`src/rtl/irq_router_pkg.sv`:
```
package irq_router_pkg;
  localparam int NUM_CH = 2;
  localparam logic [7:0] ADDR_MAIN = 8'h71;

  // byte address holding the channel-specific pending copy
  function automatic logic [7:0] side_addr(input int ch);
    return (ch == 0) ? 8'h50 : 8'h57;
  endfunction

  // bit position of the pending copy inside its channel byte
  function automatic int side_bit(input int ch);
    return (ch == 0) ? 2 : 4;
  endfunction

  // bit position of the pending copy inside the shared mode byte
  function automatic int main_bit(input int ch);
    return 2 + ch;
  endfunction

  // bit position of the block flag inside the shared mode byte
  function automatic int blk_bit(input int ch);
    return 4 + ch;
  endfunction
endpackage

```
`src/rtl/cfg_write_decode.sv`:
```
module cfg_write_decode
  import irq_router_pkg::*;
#(
  parameter int ADDR_W = 8,
  parameter int LANES  = 4,
  localparam int LEN_W = $clog2(LANES + 1)
) (
  input  logic                 wr_en,
  input  logic [ADDR_W-1:0]    wr_addr,
  input  logic [LEN_W-1:0]     wr_len,
  input  logic [8*LANES-1:0]   wr_data,
  output logic [NUM_CH-1:0]    clr_side,
  output logic [NUM_CH-1:0]    clr_main,
  output logic                 sync_to_main,
  output logic                 sync_to_side
);
  logic [LANES-1:0][NUM_CH-1:0] lane_hit_side;
  logic [LANES-1:0][NUM_CH-1:0] lane_clr_side;
  logic [LANES-1:0][NUM_CH-1:0] lane_clr_main;
  logic [LANES-1:0]             lane_hit_main;

  for (genvar i = 0; i < LANES; i++) begin : g_lane
    logic [ADDR_W-1:0] l_addr;
    logic              l_on;
    logic [7:0]        l_byte;
    assign l_addr = wr_addr + ADDR_W'(i);
    assign l_on   = wr_en && (wr_len > LEN_W'(i));
    assign l_byte = wr_data[8*i +: 8];
    assign lane_hit_main[i] = l_on && (l_addr == ADDR_W'(ADDR_MAIN));
    for (genvar c = 0; c < NUM_CH; c++) begin : g_ch
      localparam int SB = side_bit(c);
      localparam int MB = main_bit(c);
      assign lane_hit_side[i][c] = l_on && (l_addr == ADDR_W'(side_addr(c)));
      assign lane_clr_side[i][c] = lane_hit_side[i][c] && l_byte[SB];
      assign lane_clr_main[i][c] = lane_hit_main[i] && l_byte[MB];
    end
  end

  always_comb begin
    clr_side     = '0;
    clr_main     = '0;
    sync_to_main = 1'b0;
    sync_to_side = 1'b0;
    for (int i = 0; i < LANES; i++) begin
      clr_side     = clr_side | lane_clr_side[i];
      clr_main     = clr_main | lane_clr_main[i];
      sync_to_main = sync_to_main | (|lane_hit_side[i]);
      sync_to_side = sync_to_side | lane_hit_main[i];
    end
  end
endmodule

```
`src/rtl/pending_mirror.sv`:
```
module pending_mirror (
  input  logic clk,
  input  logic rst_n,
  input  logic wr_active,
  input  logic clr_side,
  input  logic clr_main,
  input  logic sync_to_main,
  input  logic sync_to_side,
  input  logic evt,
  input  logic lvl,
  output logic side_q,
  output logic main_q,
  output logic main_d
);
  logic side_d;
  logic upd_en;
  logic side_cl, main_cl, main_sy, side_sy;

  // clear first, then sync in ascending address order (side bytes sit below
  // the shared byte), then let a channel strobe override
  always_comb begin
    side_cl = side_q & ~clr_side;
    main_cl = main_q & ~clr_main;
    main_sy = sync_to_main ? side_cl : main_cl;
    side_sy = sync_to_side ? main_sy : side_cl;
    main_d  = evt ? lvl : main_sy;
    side_d  = evt ? lvl : side_sy;
    upd_en  = evt | wr_active;
  end

  always_ff @(posedge clk or negedge rst_n) begin
    if (!rst_n) begin
      side_q <= 1'b0;
      main_q <= 1'b0;
    end else if (upd_en) begin
      side_q <= side_d;
      main_q <= main_d;
    end
  end
endmodule

```
`src/rtl/irq_combine.sv`:
```
module irq_combine #(
  parameter int NUM_CH = 2
) (
  input  logic [NUM_CH-1:0] pend,
  input  logic [NUM_CH-1:0] blk,
  output logic              level
);
  always_comb level = |(pend & ~blk);
endmodule

```
`src/rtl/irq_status_router.sv`:
```
module irq_status_router
  import irq_router_pkg::*;
#(
  parameter int ADDR_W = 8,
  parameter int LANES  = 4,
  localparam int LEN_W = $clog2(LANES + 1)
) (
  input  logic                 clk,
  input  logic                 rst_n,
  input  logic [NUM_CH-1:0]    chan_stb,
  input  logic [NUM_CH-1:0]    chan_lvl,
  input  logic                 mask_wr_en,
  input  logic [NUM_CH-1:0]    mask_wr_val,
  input  logic                 cfg_wr_en,
  input  logic [ADDR_W-1:0]    cfg_wr_addr,
  input  logic [LEN_W-1:0]     cfg_wr_len,
  input  logic [8*LANES-1:0]   cfg_wr_data,
  input  logic [ADDR_W-1:0]    cfg_rd_addr,
  output logic [7:0]           cfg_rd_data,
  output logic                 irq_o
);
  logic [NUM_CH-1:0] clr_side, clr_main;
  logic              sync_to_main, sync_to_side;
  logic              wr_active;
  logic [NUM_CH-1:0] side_q, main_q, main_d;
  logic [NUM_CH-1:0] blk_q, blk_d;
  logic              irq_d;

  assign wr_active = cfg_wr_en && (cfg_wr_len != '0);

  cfg_write_decode #(.ADDR_W(ADDR_W), .LANES(LANES)) u_dec (
    .wr_en        (cfg_wr_en),
    .wr_addr      (cfg_wr_addr),
    .wr_len       (cfg_wr_len),
    .wr_data      (cfg_wr_data),
    .clr_side     (clr_side),
    .clr_main     (clr_main),
    .sync_to_main (sync_to_main),
    .sync_to_side (sync_to_side)
  );

  for (genvar c = 0; c < NUM_CH; c++) begin : g_mir
    pending_mirror u_mir (
      .clk          (clk),
      .rst_n        (rst_n),
      .wr_active    (wr_active),
      .clr_side     (clr_side[c]),
      .clr_main     (clr_main[c]),
      .sync_to_main (sync_to_main),
      .sync_to_side (sync_to_side),
      .evt          (chan_stb[c]),
      .lvl          (chan_lvl[c]),
      .side_q       (side_q[c]),
      .main_q       (main_q[c]),
      .main_d       (main_d[c])
    );
  end

  always_comb blk_d = mask_wr_en ? mask_wr_val : blk_q;

  irq_combine #(.NUM_CH(NUM_CH)) u_irq (
    .pend  (main_d),
    .blk   (blk_d),
    .level (irq_d)
  );

  always_ff @(posedge clk or negedge rst_n) begin
    if (!rst_n) begin
      blk_q <= '0;
      irq_o <= 1'b0;
    end else begin
      if (mask_wr_en) blk_q <= blk_d;
      irq_o <= irq_d;
    end
  end

  // read image of the three status bytes
  always_comb begin
    cfg_rd_data = 8'h00;
    for (int c = 0; c < NUM_CH; c++) begin
      if (cfg_rd_addr == ADDR_W'(side_addr(c))) cfg_rd_data[side_bit(c)] = side_q[c];
      if (cfg_rd_addr == ADDR_W'(ADDR_MAIN)) begin
        cfg_rd_data[main_bit(c)] = main_q[c];
        cfg_rd_data[blk_bit(c)]  = blk_q[c];
      end
    end
  end
endmodule


```
`config.mk`:
```
export PLATFORM = sky130hd
export DESIGN_NAME = irq_status_router
export DESIGN_NICKNAME = d
export VERILOG_FILES = /design/src/rtl/irq_router_pkg.sv /design/src/rtl/cfg_write_decode.sv /design/src/rtl/pending_mirror.sv /design/src/rtl/irq_combine.sv /design/src/rtl/irq_status_router.sv
export SDC_FILE = /design/constraint.sdc
export NUM_CORES = 1
export LEC_CHECK = 0
export BUFFER_PORTS_ARGS = -buffer_cell sky130_fd_sc_hd__clkbuf_2
export CORE_ASPECT_RATIO = 1.5
export CORE_MARGIN = 2
export CORE_UTILIZATION = 28
export CTS_CLUSTER_SIZE = 14
export DETAILED_ROUTE_END_ITERATION = 10
export GPL_ROUTABILITY_DRIVEN = 0
export GPL_TIMING_DRIVEN = 0
export PLACE_DENSITY_LB_ADDON = 0.25
export SLEW_MARGIN = 20
export SYNTH_ARGS = -nofsm -noshare
export SYNTH_HDL_FRONTEND = slang
export SYNTH_HIERARCHICAL = 1
export SYNTH_SLANG_ARGS = --single-unit
```
`constraint.sdc`:
```
create_clock -name clk -period 3.35 [get_ports clk]
set_clock_uncertainty 0.05 [all_clocks]
set_input_delay 0.1675 -clock clk [delete_from_list [all_inputs] [get_ports clk]]
set_output_delay 0.1675 -clock clk [all_outputs]
set_load 0.05 [all_outputs]
```
==> impl_results.md <==
- Core box area: 4250 µm²
- Simple-gate area share of the yosys netlist: 42.7%
- Layout Nets: 276
- Antenna Diode Count: 0
- Number of synthesized flops with an enable pin: 0
- Slowest-stage cell, CP: nor3b_1
- Worst setup SP type: primary input
- I/O pins: 70
- Post-CTS Setup Inserts: 0
- Critical path startpoint: cfg_wr_addr[2]
- Clk slew on worst S/H paths: 0.04 ns
- First-pass GRT wire length: 5740 µm
- H-tree depth: 1
- Leak Pwr: 0.729 nW
- Adder-Cell Fraction of Synth Area: 2.03%
- Clk root buf: clkbuf_8
- Dpl hpwl: 2990 µm
- Crit path cell chain: clkbuf_2, ha_1, buf_6, xor2_1, nor3b_1, o2111ai_2, nor3_4, a211oi_1, nand3_1, nor2b_1, o311a_1, o31ai_2
- Port Buf Inserts: 43
- Design area: 1570 µm²
- Die H: 85.2 µm
- Slowest stage delay, CP: 0.35 ns
- Slew Viols, Final: 0
- Final setup margin: 0.773 ns
- Initial core utilization: 29.0%
- Peak supply drop: 0.000199 V
- CTS buffer count: 3
- CTS resizes: 0
- Max cap viols: 0
- Die ar.: 4950 µm²
- Via count: 1,377
- Crit path max fanout: 10
- Die width: 58.1 µm
- Most frequent cells in the layout: 43 x clkbuf_2, 15 x nand2_1, 9 x o21ai_0, 9 x nor3_1, 9 x nand3_1
- Initial drt markers: 36
- Outcome: complete, no violations
- Bufs on Longest Clock Path: 2
- Crit end category: flop
- P&R area growth vs syn: 27.5%
- Share of cells above drive strength 1: 32.5%
- Synth Area in Compound Gates: 23.2%
- Post-Syn Instances: 161
- Pre-CTS WS: 0.532 ns
- Hold Startpoint: mask_wr_val[0]
- RSZ-0062 raised after global routing: no
- Pin count of the biggest net entering global routing: 11
- Final Hold Vio Count: 0
- Pwr dens: 235 nW/µm²
- XOR/XNOR Fraction of Synth Area: 4.98%
- Critical path data arrival time: 2.66 ns
- Grt ovf: 0
- Post-placement cell area: 1520 µm²
- Max-slew headroom: 66.9%
- Register area share after synthesis: 14.2%
- Number of synthesis warnings: 6
- Avg Cell Area, Syn: 7.65 µm²
- Residual DRC: 0
- Period utilisation layout: 76.9%
- Cell variety after synth: 54
- Critical path class: in2reg
- Post-CTS Hold Buffers: 1
- Initial antenna violation count: 0
- Worst path required time: 3.43 ns
- Final ANT Viol Nets: 0
- GRT Resource Usage Total: 14.5%
- # clock sinks: 7
- Worst Max-Slew Pin Slew: 0.493 ns
- Final Setup Violations: 0
- Largest family of logic cells by synthesized area: simple AND/OR/NAND/NOR gates
- DR WL/cell: 13.6 µm
- Worst-Skew Late Latency: 0.22 ns
- DR pass1 iterations: 4
- Async SR Flop Fraction: 100%
- Commonest non-fill, non-tap cell in the layout: clkbuf_2
- Path category of the worst min-delay check: in2reg
- Synthesized flop and latch total: 7
- Vias in the first global route: 1,383
- Mux cell area share after synthesis: 3.66%
- Wirelength, routed: 3500 µm
- Post-Syn Area: 1230 µm²
- Fin crit period: 2.58 ns
- Std-Cell Rows: 29
- Primary FF master, synth: dfrtp_1
- CTS tree: built
- Fmax: 388 MHz
- DR vias/cell: 5.34
- Setup TNS Final: 0 ns
- R2r startpoint: g_mir[0].u_mir/side_q
area by class of cell:
| cell class | count | area, µm² |
|---|---|---|
| Buffer | 11 | 80.1 |
| Clock buffer | 4 | 45.0 |
| Fill cell | 464 | 2680 |
| Inverter | 8 | 30.0 |
| Multi-Input combinational cell | 138 | 957 |
| Sequential cell | 7 | 175 |
| Tap cell | 46 | 57.6 |
| Timing Repair Buffer | 44 | 225 |
worst max-delay path: cells and delay by family:
kind,cells,cell delay (ns)
and+or+nand+nor,4,0.96
buffers and inverters,2,0.29
AOI/OAI and AO/OA,4,0.90
adders and majority gates,1,0.21
xor gates and xnor gates,1,0.14
through the flow:
stage	instances	power, mW	utilization [%]	hold WS (ns)
detailed placement	253	0.252	35.7	-0.0309
global placement	253	0.251	35.7	-0.0349
floorplan	164	0.199	-	-0.178
finish	258	0.369	37.0	0.116
CTS	258	0.373	37.0	0.121
global route	258	0.395	37.0	0.146
report_power, final:
part           switching (mW)  internal (mW)  total (mW)
clock                  0.0353         0.0822       0.118
combinational          0.0868         0.0638       0.151
sequential            0.00673         0.0942       0.101
total                   0.129          0.240       0.369
kinds of logic (layout without fill, tap and decap cells):
| logic type | after synthesis | after routing |
|---|---|---|
| other | 1 | 4 |
| adder cells (fa/ha/maj) | 2 | 2 |
| AO/OA/AOI/OAI | 36 | 36 |
| XOR/XNOR | 7 | 7 |
| buffers and inverters | 19 | 67 |
| multiplexers | 4 | 4 |
| flip-flops | 7 | 7 |
| AND/OR/NAND/NOR | 85 | 85 |
layer usage:
metal | part of all wire [%] | up-vias | global-route usage (%) | wire [µm]
met5 | 0 | - | 0 | 0
met2 | 56 | 49 | 29.8 | 1950
met1 | 38 | 625 | 14.6 | 1320
met3 | 6.0 | 2 | 1.83 | 209
li1 | - | 701 | - | -
met4 | 0.57 | 0 | 3.17 | 20
cell usage after synthesis (3+ instances only):
cell	n	area share [%]
buf_4	6	3.7
dfrtp_1	7	14
inv_1	8	2.4
mux2_2	4	3.7
nand2_1	15	4.6
nand2b_1	5	2.5
nand3_1	9	3.7
nand3b_1	4	2.4
nand4_1	6	3.0
nor2_1	8	2.4
nor2b_1	4	2.0
nor3_1	9	3.7
nor3b_1	3	1.8
o21ai_0	9	3.7
xnor2_1	4	2.8
xor2_1	3	2.1
final timing paths:
path                                         endpoint  cells past startpoint  slack [ns]
worst max-delay path            g_mir[0].u_mir/side_q                     12        0.77
worst min-delay path                         blk_q[0]                      3        0.12
worst max register to register                  irq_o                      5        2.14
worst min register to register               blk_q[1]                      1        0.47
max in group asynchronous       g_mir[1].u_mir/side_q                      2        2.82
min in group asynchronous       g_mir[0].u_mir/side_q                      2        0.27
flip-flops by register name (all words and copies together) (netlist names):
register	flops
g_mir.u_mir/side_q	2
blk_q	2
g_mir.u_mir/main_q	2
irq_o	1
Note: power is estimated with default switching activity, not from simulation.
